### config.mk
export PLATFORM = sky130hd
export DESIGN_NAME = multi_erase_sched
export DESIGN_NICKNAME = d
export VERILOG_FILES = /design/src/rtl/esch_pkg.sv /design/src/rtl/esch_low_pick.sv /design/src/rtl/esch_guard_timer.sv /design/src/rtl/multi_erase_sched.sv
export SDC_FILE = /design/constraint.sdc
export NUM_CORES = 1
export LEC_CHECK = 0
export CORE_MARGIN = 2
export CORE_UTILIZATION = 40
export DETAILED_ROUTE_END_ITERATION = 7
export DONT_BUFFER_PORTS = 1
export SETUP_SLACK_MARGIN = 0.05
export SLEW_MARGIN = 20
export SYNTH_ARGS = -nofsm -noshare
export SYNTH_HDL_FRONTEND = slang
export SYNTH_SLANG_ARGS = --single-unit
### constraint.sdc
create_clock -name clk -period 1.83 [get_ports clk]
set_input_delay 0 -clock clk [delete_from_list [all_inputs] [get_ports clk]]
set_output_delay 0 -clock clk [all_outputs]
set_load 0.05 [all_outputs]
### src/rtl/esch_pkg.sv
package esch_pkg;

    typedef enum logic [2:0] {
        ST_IDLE   = 3'd0,
        ST_WINDOW = 3'd1,
        ST_ERASE  = 3'd2,
        ST_SWAIT  = 3'd3,
        ST_SUSP   = 3'd4,
        ST_TERM   = 3'd5
    } esch_state_e;

endpackage

### src/rtl/esch_low_pick.sv
module esch_low_pick #(
    parameter int N     = 7,
    parameter int IDX_W = 3
) (
    input  logic [N-1:0]     req,
    output logic [N-1:0]     grant,
    output logic [IDX_W-1:0] idx
);

    for (genvar i = 0; i < N; i++) begin : g_grant
        if (i == 0) begin : g_first
            assign grant[i] = req[i];
        end else begin : g_rest
            assign grant[i] = req[i] & ~(|req[i-1:0]);
        end
    end

    always_comb begin
        idx = '0;
        for (int i = N - 1; i >= 0; i--) begin
            if (req[i]) idx = IDX_W'(i);
        end
    end

    // at most one sector is selected at a time
    always_comb begin
        assert_grant_onehot_R4: assert ($onehot0(grant));
    end

endmodule

### src/rtl/esch_guard_timer.sv
module esch_guard_timer #(
    parameter int CYC = 40
) (
    input  logic clk,
    input  logic rst_n,
    input  logic load,
    output logic idle
);

    localparam int CW = $clog2(CYC + 1);

    logic [CW-1:0] cnt_d, cnt_q;

    always_comb begin
        cnt_d = cnt_q;
        if (load) begin
            cnt_d = CW'(CYC);
        end else if (cnt_q != '0) begin
            cnt_d = cnt_q - CW'(1);
        end
    end

    always_ff @(posedge clk or negedge rst_n) begin
        if (!rst_n) cnt_q <= '0;
        else        cnt_q <= cnt_d;
    end

    assign idle = (cnt_q == '0);

    // a resume always opens a guard interval
    assert_guard_armed_R11: assert property (@(posedge clk) disable iff (!rst_n)
        load |=> !idle);

    // once expired, the guard stays expired until the next resume
    assert_guard_quiet_R11: assert property (@(posedge clk) disable iff (!rst_n)
        (idle && !load) |=> idle);

endmodule

### src/rtl/multi_erase_sched.sv
module multi_erase_sched
    import esch_pkg::*;
#(
    parameter int NUM_SECTORS  = 7,
    parameter int IDX_W        = $clog2(NUM_SECTORS),
    parameter int WINDOW_CYC   = 50,
    parameter int SECTOR_CYC   = 60,
    parameter int SUSP_LAT     = 20,
    parameter int RESUME_GUARD = 40,
    parameter int TERM_LAT     = 6
) (
    input  logic             clk,
    input  logic             rst_n,
    input  logic             erase_req,
    input  logic [IDX_W-1:0] erase_sector,
    input  logic             suspend_req,
    input  logic             resume_req,
    input  logic             abort_req,
    input  logic             term_req,
    output logic             busy,
    output logic             window_open,
    output logic             suspended,
    output logic [IDX_W-1:0] cur_sector,
    output logic             done
);

    localparam int TMR_MAX = (WINDOW_CYC > SUSP_LAT)
                           ? ((WINDOW_CYC > TERM_LAT) ? WINDOW_CYC : TERM_LAT)
                           : ((SUSP_LAT > TERM_LAT) ? SUSP_LAT : TERM_LAT);
    localparam int TMR_W   = $clog2(TMR_MAX + 1);
    localparam int PROG_W  = $clog2(SECTOR_CYC + 1);

    typedef struct packed {
        esch_state_e            state;
        logic [NUM_SECTORS-1:0] mask;
        logic [TMR_W-1:0]       tmr;
        logic [PROG_W-1:0]      prog;
        logic                   done;
    } esch_regs_t;

    localparam esch_regs_t RESET_VAL = '{
        state: ST_IDLE, mask: '0, tmr: '0, prog: '0, done: 1'b0
    };

    esch_regs_t r_d, r_q;

    logic [NUM_SECTORS-1:0] req_bit;
    logic                   req_valid;
    logic [NUM_SECTORS-1:0] grant_oh;
    logic [IDX_W-1:0]       pick_idx;
    logic                   guard_idle;
    logic                   resume_take;
    logic [NUM_SECTORS-1:0] mask_left;

    // decode the request index into a one-hot sector bit
    for (genvar i = 0; i < NUM_SECTORS; i++) begin : g_req
        assign req_bit[i] = erase_req && (erase_sector == IDX_W'(i));
    end
    assign req_valid = |req_bit;

    esch_low_pick #(
        .N     (NUM_SECTORS),
        .IDX_W (IDX_W)
    ) u_pick (
        .req   (r_q.mask),
        .grant (grant_oh),
        .idx   (pick_idx)
    );

    assign resume_take = (r_q.state == ST_SUSP) && resume_req && !term_req;

    esch_guard_timer #(
        .CYC (RESUME_GUARD)
    ) u_guard (
        .clk   (clk),
        .rst_n (rst_n),
        .load  (resume_take),
        .idle  (guard_idle)
    );

    assign mask_left = r_q.mask & ~grant_oh;

    always_comb begin
        r_d      = r_q;
        r_d.done = 1'b0;
        unique case (r_q.state)
            ST_IDLE: begin
                if (req_valid) begin
                    r_d.state = ST_WINDOW;
                    r_d.mask  = req_bit;
                    r_d.tmr   = TMR_W'(WINDOW_CYC);
                end
            end
            ST_WINDOW: begin
                if (term_req) begin
                    r_d.state = ST_TERM;
                    r_d.tmr   = TMR_W'(TERM_LAT);
                end else if (abort_req) begin
                    r_d.state = ST_IDLE;
                    r_d.mask  = '0;
                    r_d.tmr   = '0;
                end else if (suspend_req) begin
                    r_d.state = ST_SUSP;
                    r_d.tmr   = '0;
                    r_d.prog  = '0;
                end else if (req_valid) begin
                    r_d.mask = r_q.mask | req_bit;
                    r_d.tmr  = TMR_W'(WINDOW_CYC);
                end else if (r_q.tmr == TMR_W'(1)) begin
                    r_d.state = ST_ERASE;
                    r_d.tmr   = '0;
                    r_d.prog  = '0;
                end else begin
                    r_d.tmr = r_q.tmr - TMR_W'(1);
                end
            end
            ST_ERASE: begin
                if (term_req) begin
                    r_d.state = ST_TERM;
                    r_d.tmr   = TMR_W'(TERM_LAT);
                end else if (suspend_req && guard_idle) begin
                    r_d.state = ST_SWAIT;
                    r_d.tmr   = TMR_W'(SUSP_LAT);
                end else if (r_q.prog == PROG_W'(SECTOR_CYC - 1)) begin
                    r_d.mask = mask_left;
                    r_d.prog = '0;
                    if (mask_left == '0) begin
                        r_d.state = ST_IDLE;
                        r_d.done  = 1'b1;
                    end
                end else begin
                    r_d.prog = r_q.prog + PROG_W'(1);
                end
            end
            ST_SWAIT: begin
                if (term_req) begin
                    r_d.state = ST_TERM;
                    r_d.tmr   = TMR_W'(TERM_LAT);
                end else if (r_q.tmr == TMR_W'(1)) begin
                    r_d.state = ST_SUSP;
                    r_d.tmr   = '0;
                end else begin
                    r_d.tmr = r_q.tmr - TMR_W'(1);
                end
            end
            ST_SUSP: begin
                if (term_req) begin
                    r_d.state = ST_TERM;
                    r_d.tmr   = TMR_W'(TERM_LAT);
                end else if (resume_req) begin
                    r_d.state = ST_ERASE;
                end
            end
            ST_TERM: begin
                if (r_q.tmr == TMR_W'(1)) begin
                    r_d = RESET_VAL;
                end else begin
                    r_d.tmr = r_q.tmr - TMR_W'(1);
                end
            end
            default: r_d = RESET_VAL;
        endcase
    end

    always_ff @(posedge clk or negedge rst_n) begin
        if (!rst_n) r_q <= RESET_VAL;
        else        r_q <= r_d;
    end

    assign busy        = (r_q.state == ST_WINDOW) || (r_q.state == ST_ERASE) ||
                         (r_q.state == ST_SWAIT)  || (r_q.state == ST_TERM);
    assign window_open = (r_q.state == ST_WINDOW);
    assign suspended   = (r_q.state == ST_SUSP);
    assign cur_sector  = ((r_q.state == ST_ERASE) || (r_q.state == ST_SWAIT) ||
                          (r_q.state == ST_SUSP)) ? pick_idx : '0;
    assign done        = r_q.done;

    // the window is always counted as busy time
    assert_window_busy_R2: assert property (@(posedge clk) disable iff (!rst_n)
        window_open |-> busy);

    // done follows a busy cycle and coincides with busy low
    assert_done_edge_R5: assert property (@(posedge clk) disable iff (!rst_n)
        done |-> (!busy && $past(busy)));

    // the parked state is neither busy nor accepting
    assert_park_quiet_R8: assert property (@(posedge clk) disable iff (!rst_n)
        suspended |-> (!busy && !window_open));

    // sectors join the pending set only from idle or the window
    assert_mask_grow_R7: assert property (@(posedge clk) disable iff (!rst_n)
        (|(r_q.mask & ~$past(r_q.mask))) |->
        ($past(r_q.state) == ST_IDLE || $past(r_q.state) == ST_WINDOW));

    // an erase is only interrupted when the guard has lapsed
    assert_guard_honoured_R11: assert property (@(posedge clk) disable iff (!rst_n)
        (r_q.state == ST_SWAIT && $past(r_q.state) == ST_ERASE) |-> $past(guard_idle));

    // sector progress is frozen while parked
    assert_prog_frozen_R10: assert property (@(posedge clk) disable iff (!rst_n)
        (r_q.state == ST_SUSP) |=> $stable(r_q.prog));

    // erasing never runs with an empty pending set
    assert_erase_has_work_R4: assert property (@(posedge clk) disable iff (!rst_n)
        (r_q.state == ST_ERASE) |-> (r_q.mask != '0));

endmodule

## Word-level counts from Yosys, hierarchy flattened

Index checks and enable logic that the tools add are counted.

- Register bits after elaboration: 29
- Bits of input ports: 10
- Output and inout bits: 7
- Logic and storage cells: 145

- $add $sub $neg: 3
- Eq/ne operators: 32
- Mux-type cells: 53
- Bitwise gates (word level): 17
- Reduce and logical (&&, ||, !) cells: 34

Operators by type and width:

| operator | count |
|---|---|
| 6-bit two-way mux | 14 |
| 3-bit two-way mux | 19 |
| 7-bit two-way mux | 8 |
| 6-bit one-hot mux with 6 select lines | 1 |
| 7-bit one-hot mux with 5 select lines | 1 |
| 16-bit two-way mux | 2 |
| 6-bit one-hot mux with 4 select lines | 1 |
| 10-bit two-way mux | 2 |
| 3-bit one-hot mux with 6 select lines | 1 |
| 2-bit inequality test, second input constant | 8 |
| 8-bit AND reduction | 2 |
| 3-bit equality test, second input constant | 5 |
| 3-bit inequality test, second input constant | 5 |
| 3-bit by 2-bit equality test with 1-bit output, second input constant | 4 |
| 12-bit two-way mux | 1 |
| 6-bit by 1-bit subtractor with 6-bit output, second input constant | 2 |
| 1-bit logical AND | 10 |
| 9-bit AND reduction | 1 |
| 4-bit inequality test, second input constant | 2 |
| 1-bit NOT | 8 |
| 7-bit bitwise AND | 1 |
| 7-bit zero test | 1 |
| 7-bit NOT | 1 |
| 7-bit OR | 1 |
| 23 further kinds | 38 |

## Logic depth before layout (Yosys ltp)

Gate-level depths: netlist of run 1.

- Depth in word-level cells: 11
- Gate-level depth with buffers: 8
- Mapped depth without buffers: 8

## Cells and area by module

Synthesis of run 1 repeated with hierarchy kept, for this count alone.

- Cells, all modules: 258
- Area, all modules: 2243.4 um^2

By module, submodules not included:

| module | instances | cells each | area an instance (um^2) | sequential area each (um^2) |
|---|---|---|---|---|
| multi_erase_sched | 1 | 210 | 1791.7 | 575.6 |
| esch_guard_timer | 1 | 32 | 330.3 | 150.1 |
| esch_low_pick | 1 | 16 | 121.4 | 0.0 |

## Least setup slack after synthesis of run 1

Ideal clock, no wire load.

- Path kind: register to output
- Start point: reg r_q[22] (netlist bit)
- End point: out cur_sector[1]
- Arrival: 3.828 ns
- Required time: 1.830 ns
- Slack: -1.998 ns
- Stages on the path, launching flop included: 7
- Path buffers: 2
- Path through: dfrtp_1 -> buf_2 -> buf_2 -> nand2_1 -> inv_1 -> nor2_1 -> a2111oi_0

- Elaborated cells between the ends (all ways): 6
- Classes of those cells: 3 x eq/ne; 1 x mux; 2 x reduce/logical

RTL lines:

| item | line | RTL |
|---|---|---|
| start, declared | multi_erase_sched.sv:45 | `esch_regs_t r_d, r_q;` |
| start signal, assigned | multi_erase_sched.sv:167 | `else r_q <= r_d;` |
| 3-bit equality test | -- |  |
| named net suspended | multi_erase_sched.sv:22 | `output logic suspended,` |
| 1-bit logical OR | multi_erase_sched.sv:174 | `assign cur_sector = ((r_q.state == ST_ERASE) \|\| (r_q.state == ST_SWAIT) \|\|` |
| 3-bit two-way mux | multi_erase_sched.sv:175 | `(r_q.state == ST_SUSP)) ? pick_idx : '0;` |
| end, declared | multi_erase_sched.sv:23 | `output logic [IDX_W-1:0] cur_sector,` |

The timed path passes the listed nets, and every way through them passes these cells.

## Final worst setup path of run 1

- Start point: reg r_q[21] (netlist bit)
- End point: reg r_q[10] (netlist bit)

- Longest elaborated chain between the ends: 3
- Elaborated cells between the ends (all ways): 11
- Classes of those cells: 8 x eq/ne; 1 x mux; 2 x reduce/logical

RTL lines:

| item | line | RTL |
|---|---|---|
| 3-bit by 2-bit equality test with 1-bit output, or another cell as far along | multi_erase_sched.sv:86 | `unique case (r_q.state)` |
| 3-bit inequality test (no source line) or 2-bit inequality test (tied branches) | -- |  |
| 3-bit AND reduction (no source line) | -- |  |

Parallel ways exist; a longest one is shown, timed or not.
A chain may end at the register's enable or synchronous reset.

==> flow_metrics.py, run 1 <==
metrics = {
    "synthesis": {
        "seq_area_frac_synth": 0.341,
        "syn_area_um2": 2130,
        "synth_top_area_cell": "dfrtp_1",
        "yosys_register_bits": 29,
        "synth.most_common_cell": "dfrtp_1",
        "synthFlopType": "dfrtp_1",
        "yosys-top-cells-area": "dfrtp_1 34%, o21ai_0 4.9%, nand2_1 3.5%, nor2_1 3.3%, ha_1 2.9%",
        "ys_async_sr_fraction": 1.00,
        "synthTopCellsByCount": "29 x dfrtp_1, 21 x o21ai_0, 20 x nand2_1, 19 x nor2_1, 11 x a21oi_1",
        "syn-instance-count": 243,
        "synth_cell_types": 63,
        "ys.warnings.count": 0,
        "avgSynthCellArea_um2": 8.76,
        "syn_nets": 258,
        "synth_top_cell_area_share": 0.341,
        "synth_edf_count": 0,
    },
    "route": {
        "num_vias": 2274,
        "drt-total-wl_mm": 6.67,
        "antenna_left": 0,
        "drt_first_pass_iters": 4,
        "viasPerCell": 5.60,
        "wl_per_cell_um": 16.4,
        "drc": 0,
        "drt_iter0_markers": 121,
    },
    "setup_path": {
        "endpoint_kind": "flop",
        "startpoint_type": "flop",
        "r2r_end": "r_q[10]$_DFFE_PN0P_",
        "regToRegStartpoint": "r_q[21]$_DFFE_PN0P_",
        "critPathRequiredTime_ns": 2.06,
        "critPathKind": "flop to flop",
        "critPathMaxFanout": 4,
        "r2r_slack_ns": -0.20,
        "arrival_ns": 2.26,
        "reg2regPathDepth": 7,
    },
    "global_routing": {
        "grt_max_degree": 30,
        "grt_overflow_total": 0,
        "grt_pass1_wl_mm": 10.8,
        "grt.total_usage": 0.232,
        "grt_pass1_vias": 2265,
        "antenna_found_initial": 0,
    },
    "placement": {
        "portBuffers": 0,
        "place_congestion": 0.874,
        "place_area_um2": 2830,
        "detailed_place_hpwl_mm": 4.51,
        "place_ws_ns": -0.186,
    },
    "timing": {
        "skew_ns": 0.00216,
        "finalSetupViolCount": 19,
        "rsz0062_at_grt": "true",
        "finalWorstSetupSlack_ns": -0.197,
        "tightest_slew_ns": 0.440,
        "hold_viol": 0,
        "period_needed_ns": 2.03,
        "setup_tns_ns": -2.15,
        "max_freq_ghz": 0.493,
        "post-route-period-util": 1.11,
        "maxSlewHeadroom": 0.707,
        "drv_slew": 0,
    },
    "clock_network": {
        "clk_latency_ns": 0.28,
        "cts_root_buf": "clkbuf_8",
        "clkTransAtPathRegs_ns": 0.06,
        "cts_buffers": 5,
        "cts_tree": "built",
        "clock_sinks": 29,
        "cts_buffer_depth": 2,
        "htreeDepth": 2,
    },
    "floorplanning": {
        "die_width_um": 77.0,
        "core_region_area_um2": 5110,
        "dieArea_um2": 5920,
        "ios": 17,
        "start_util": 0.417,
        "row_count": 26,
        "fp.dieH_um": 77.0,
    },
    "cells_and_area": {
        "area_growth_pct": 59.8,
        "final_nets": 350,
        "fin_area_um2": 3400,
        "n_fill_cell": 399,
        "antenna_cells": 0,
        "drive_above_1_share": 0.485,
    },
    "min_path": {
        "holdPathEnd": "r_q[21]$_DFFE_PN0P_",
        "min_from": "term_req",
        "hold_path_class": "input pin to flop",
        "hold_depth": 2,
    },
    "pwr": {
        "p_per_area_nw_per_um2": 1650,
        "peakVddDrop_v": 0.000708,
        "p_leak_nw": 1.47,
        "power_mw": 5.63,
    },
    "outcome": {
        "violations": "setup timing",
        "status": "finished with violations",
    },
    "job": {
        "cap_violations": 0,
    },
}
## where the power goes
| group | internal [mW] | total [mW] | leakage, nW | switching (mW) |
|---|---|---|---|---|
| Sequential | 0.859 | 1.09 | 0.370 | 0.233 |
| Combinational | 2.05 | 4.02 | 1.06 | 1.97 |
| Clock | 0.270 | 0.520 | 0.0395 | 0.251 |
## what timing repair did
action                     in CTS  in global routing
gates resized for setup        36                 37
pin swaps                      22                 33
hold endpoints to repair       36                  0
hold buffers                    8                  0
setup endpoints to repair      25                 26
setup buffers                   7                 12
## layout make-up
class / count / area [µm²] / area share
Timing Repair Buffer: 96 / 831 / 0.244
Sequential cell: 29 / 733 / 0.215
Tap cell: 70 / 87.6 / 0.0257
Clock buffer: 8 / 80.1 / 0.0235
Inverter: 8 / 33.8 / 0.00993
Multi-Input combinational cell: 195 / 1640 / 0.481
## how the worst max path moves through the flow
stage | startpoint | endpoint | slack (ns) | depth (start not counted)
floorplan | r_q[10]$_DFFE_PN0P_ | r_q[21]$_DFFE_PN0P_ | -0.07 | 5
global placement | r_q[21]$_DFFE_PN0P_ | r_q[9]$_DFFE_PN0P_ | -0.11 | 7
detailed placement | r_q[21]$_DFFE_PN0P_ | r_q[9]$_DFFE_PN0P_ | -0.19 | 7
CTS | r_q[21]$_DFFE_PN0P_ | r_q[9]$_DFFE_PN0P_ | -0.10 | 7
global route | r_q[21]$_DFFE_PN0P_ | r_q[10]$_DFFE_PN0P_ | -0.25 | 7
finish | r_q[21]$_DFFE_PN0P_ | r_q[10]$_DFFE_PN0P_ | -0.20 | 7
## flip-flops by register name, summed over array words and instances, names as in the netlist
signal	count
r_q	22
u_guard.cnt_q	6
done	1
## per-layer routing
layer  global-route usage  part of all wire  up-vias
met3               0.0471             0.033       12
met5                    0                 0        -
li1                     -                 -     1096
met1                0.263              0.41     1119
met2                0.423              0.53       47
met4               0.0891             0.022        0
## cells in the final DEF (no fill, tap or decap), types with 3 or more instances in the layout
master / Yosys / routed
o31ai_1: 5 / 3
nor2_2: 1 / 5
dfrtp_1: 29 / 23
o21ai_1: 4 / 5
clkbuf_8: 0 / 5
nor2_1: 19 / 13
mux2_4: 0 / 3
nor2b_1: 6 / 5
dfrtp_2: 0 / 6
o21ai_0: 21 / 15
a21o_1: 7 / 7
a21oi_1: 11 / 9
a211o_1: 3 / 3
buf_4: 0 / 76
o21ai_2: 0 / 5
clkbuf_1: 5 / 3
xnor2_1: 3 / 3
inv_1: 8 / 5
nand3_1: 6 / 6
nand2_1: 20 / 16
buf_12: 0 / 3
nor3_1: 9 / 6
nand4_1: 3 / 3
nand2b_1: 9 / 8
and3_1: 4 / 4
buf_6: 1 / 8
dlygate4sd3_1: 0 / 7
nor2_4: 1 / 3
## worst max-delay path, stage by stage (launching register included)
cell      delay (ns)
dfrtp_2         0.44
buf_6           0.13
or4b_4          0.56
a211oi_4        0.26
o22ai_2         0.15
a21o_1          0.22
a21oi_2         0.12
a21o_1          0.09
## through the flow
| step | util | cells | hold slack [ns] |
|---|---|---|---|
| 6_report | 0.666 | 406 | 0.0268 |
| 5_1_grt | 0.666 | 406 | 0.0198 |
| 4_1_cts | 0.624 | 397 | 0.00493 |
| 3_5_place_dp | 0.553 | 374 | -0.295 |
| 3_3_place_gp | 0.553 | 374 | -0.295 |
| 2_1_floorplan | - | 243 | -0.296 |
## cells by family after synthesis
| kind of cell | count (synthesis) | share of synthesized area |
|---|---|---|
| XOR/XNOR | 5 | 0.0206 |
| buffers and inverters | 19 | 0.0394 |
| multiplexers | 3 | 0.0159 |
| AND/OR/NAND/NOR | 100 | 0.263 |
| flip-flops | 29 | 0.341 |
| adder cells (fa/ha/maj) | 5 | 0.0294 |
| AO/OA/AOI/OAI | 82 | 0.291 |
No activity file was read; power rests on OpenSTA's default activity.
==> inputs of run 2 (changes only) <==
- ABC_AREA: not set -> 1
==> run 2 against run 1 <==
Compared with the run above:
- the run now ends clean
- non-clock buffer count shrank 70
- flip-flop and latch count is the same
- worst hold slack lost 0.019 ns
- setup slack gained 0.34 ns
- combinational power shrank 33%
- clock-buffer cell count shrank 2
- cell count grew 12%
- total power shrank 21%
- synthesized area grew 6.8%
- core utilization shrank 16 points
- critical path depth grew 4
- cell area shrank 18%
- critical path type unchanged
- highest routed layer unchanged
==> flow_metrics.py, run 2 <==
metrics = {
    "outcome": {
        "status": "completed",
    },
    "timing": {
        "skew_ns": 0.00579,
        "maxSlewHeadroom": 0.700,
        "post-route-period-util": 0.920,
        "hold_viol": 0,
        "drv_slew": 0,
        "setup_tns_ns": 0,
        "tightest_slew_ns": 0.451,
        "finalWorstSetupSlack_ns": 0.146,
        "whs_ns": 0.00780,
        "finalSetupViolCount": 0,
        "rsz0062_at_grt": "true",
        "max_freq_ghz": 0.594,
        "period_needed_ns": 1.68,
    },
    "cells_and_area": {
        "fin_area_um2": 2790,
        "antenna_cells": 0,
        "multiInputGateArea_um2": 1430,
        "largest_reg_flops": 22,
        "final_cell_mix": "106 x nand2_1, 43 x inv_1, 37 x nand3_1",
        "area_growth_pct": 22.5,
        "final_common_cell": "nand2_1",
        "n_fill_cell": 534,
        "drive_above_1_share": 0.192,
        "final-seq-area_um2": 727,
        "regMostFlops": "r_q",
        "final_nets": 395,
    },
    "global_routing": {
        "grt_pass1_vias": 2174,
        "grt.total_usage": 0.197,
        "grt_pass1_wl_mm": 9.84,
        "antenna_found_initial": 0,
        "grt_max_degree": 30,
        "grt_overflow_total": 0,
    },
    "route": {
        "drc": 0,
        "drt_first_pass_iters": 4,
        "drt-total-wl_mm": 5.81,
        "viasPerCell": 5.04,
        "wl_per_cell_um": 12.8,
        "num_vias": 2281,
        "drt_iter0_markers": 112,
        "antenna_left": 0,
    },
    "synthesis": {
        "yosys_register_bits": 29,
        "synth.most_common_cell": "nand2_1",
        "synth_edf_count": 0,
        "synth_top_cell_area_share": 0.319,
        "syn_nets": 363,
        "ys_async_sr_fraction": 1.00,
        "avgSynthCellArea_um2": 6.53,
        "syn_area_um2": 2270,
        "seq_area_frac_synth": 0.319,
        "synth_cell_types": 32,
        "synth_top_area_cell": "dfrtp_1",
        "syn-instance-count": 348,
        "synthTopCellsByCount": "107 x nand2_1, 43 x inv_1, 39 x nand3_1, 34 x nor2_1, 29 x dfrtp_1",
        "synthFlopType": "dfrtp_1",
        "yosys-top-cells-area": "dfrtp_1 32%, nand2_1 18%, nand3_1 8.6%, inv_1 7.1%, nor2_1 5.6%",
        "ys.warnings.count": 0,
    },
    "setup_path": {
        "arrival_ns": 1.86,
        "startpoint_type": "flop",
        "endpoint_kind": "flop",
        "critPathMaxFanout": 8,
        "r2r_end": "r_q[15]$_DFFE_PN0P_",
        "regToRegStartpoint": "r_q[21]$_DFFE_PN0P_",
        "reg2regPathDepth": 11,
        "cp_slowest_cell": "dfrtp_2",
        "critical_path.most_common_cell": "nor2_4",
        "path_cells": "nor2_4 -> inv_2 -> nor2_4 -> buf_4 -> buf_4 -> inv_2 -> nand3_2 -> nor2_4 -> nand2_4 -> nand2_1 -> nand2_1",
        "critPathKind": "flop to flop",
        "r2r_slack_ns": 0.15,
        "critPathMaxStageDelay_ns": 0.47,
        "critPathRequiredTime_ns": 2.00,
    },
    "placement": {
        "place_area_um2": 2510,
        "place_congestion": 0.936,
        "detailed_place_hpwl_mm": 4.32,
        "place_ws_ns": 0.110,
        "portBuffers": 0,
    },
    "pwr": {
        "p_leak_nw": 1.45,
        "p_per_area_nw_per_um2": 1600,
        "power_mw": 4.47,
        "peakVddDrop_v": 0.000808,
    },
    "floorplanning": {
        "row_count": 27,
        "ios": 17,
        "start_util": 0.413,
        "fp.dieH_um": 79.4,
        "die_width_um": 79.4,
        "dieArea_um2": 6300,
        "core_region_area_um2": 5510,
    },
    "clock_network": {
        "cts_buffer_depth": 2,
        "htreeDepth": 2,
        "clk_latency_ns": 0.28,
        "clkTransAtPathRegs_ns": 0.07,
        "clock_sinks": 29,
        "cts_buffers": 5,
        "cts_root_buf": "clkbuf_8",
        "cts_tree": "built",
    },
    "min_path": {
        "holdPathEnd": "r_q[4]$_DFFE_PN0P_",
        "min_from": "term_req",
        "hold_depth": 3,
        "hold_path_class": "input pin to flop",
    },
    "job": {
        "cap_violations": 0,
    },
}
[run 2: power by group]
part           total [mW]  internal [mW]  switching (mW)
clock network       0.707          0.442           0.264
registers            1.05          0.861           0.188
logic                2.71          0.951            1.76
[run 2: worst max-delay path: cells and delay by family, from the launching register on]
kind                   cells  cell delay (ns)
and+or+nand+nor            7             0.67
DFF                        1             0.47
buffers and inverters      4             0.43
[run 2: final cells by class]
class,count,share of cell area
clock buffer,6,0.0296
clock inverter,2,0.0135
inverter,51,0.0696
multi-input combinational,267,0.512
sequential,29,0.261
tap,72,0.0323
timing repair buffer,26,0.0818
[run 2: through the flow]
step / utilization / instances
6_report: 0.506 / 453
5_1_grt: 0.506 / 453
4_1_cts: 0.489 / 445
3_5_place_dp: 0.456 / 433
3_3_place_gp: 0.456 / 433
2_1_floorplan: - / 348
[run 2: how the worst max path moves through the flow]
stage | start | to
floorplan | r_q[21]$_DFFE_PN0P_ | cur_sector[2]
global placement | r_q[1]$_DFFE_PN0P_ | r_q[18]$_DFFE_PN0P_
detailed placement | r_q[1]$_DFFE_PN0P_ | r_q[17]$_DFFE_PN0P_
CTS | r_q[21]$_DFFE_PN0P_ | cur_sector[1]
global route | r_q[21]$_DFFE_PN0P_ | r_q[15]$_DFFE_PN0P_
finish | r_q[21]$_DFFE_PN0P_ | r_q[15]$_DFFE_PN0P_
[run 2: cells by family (layout without fill, tap and decap cells)]
family	Yosys count	count (layout)	synth area share
and+or+nand+nor	214	214	0.432
AOI/OAI and AO/OA	44	44	0.119
buffers and inverters	52	85	0.0870
xor gates and xnor gates	4	4	0.0154
adders and majority gates	5	5	0.0275
DFF	29	29	0.319
[run 2: repair_timing]
action                                  CTS  global route
hold buffers                              4             0
buffers inserted                          0             8
endpoints found under the setup margin    3            20
hold endpoints to repair                 32             0
pin swaps                                 0             5
gates resized for setup                   3             8
[run 2: per-layer routing]
layer / GRT usage / wire, µm / vias up
met5: 0 / 0 / -
met4: 0.0793 / 109 / 0
met3: 0.0419 / 219 / 12
met2: 0.317 / 2740 / 36
met1: 0.259 / 2740 / 1048
li1: - / - / 1185
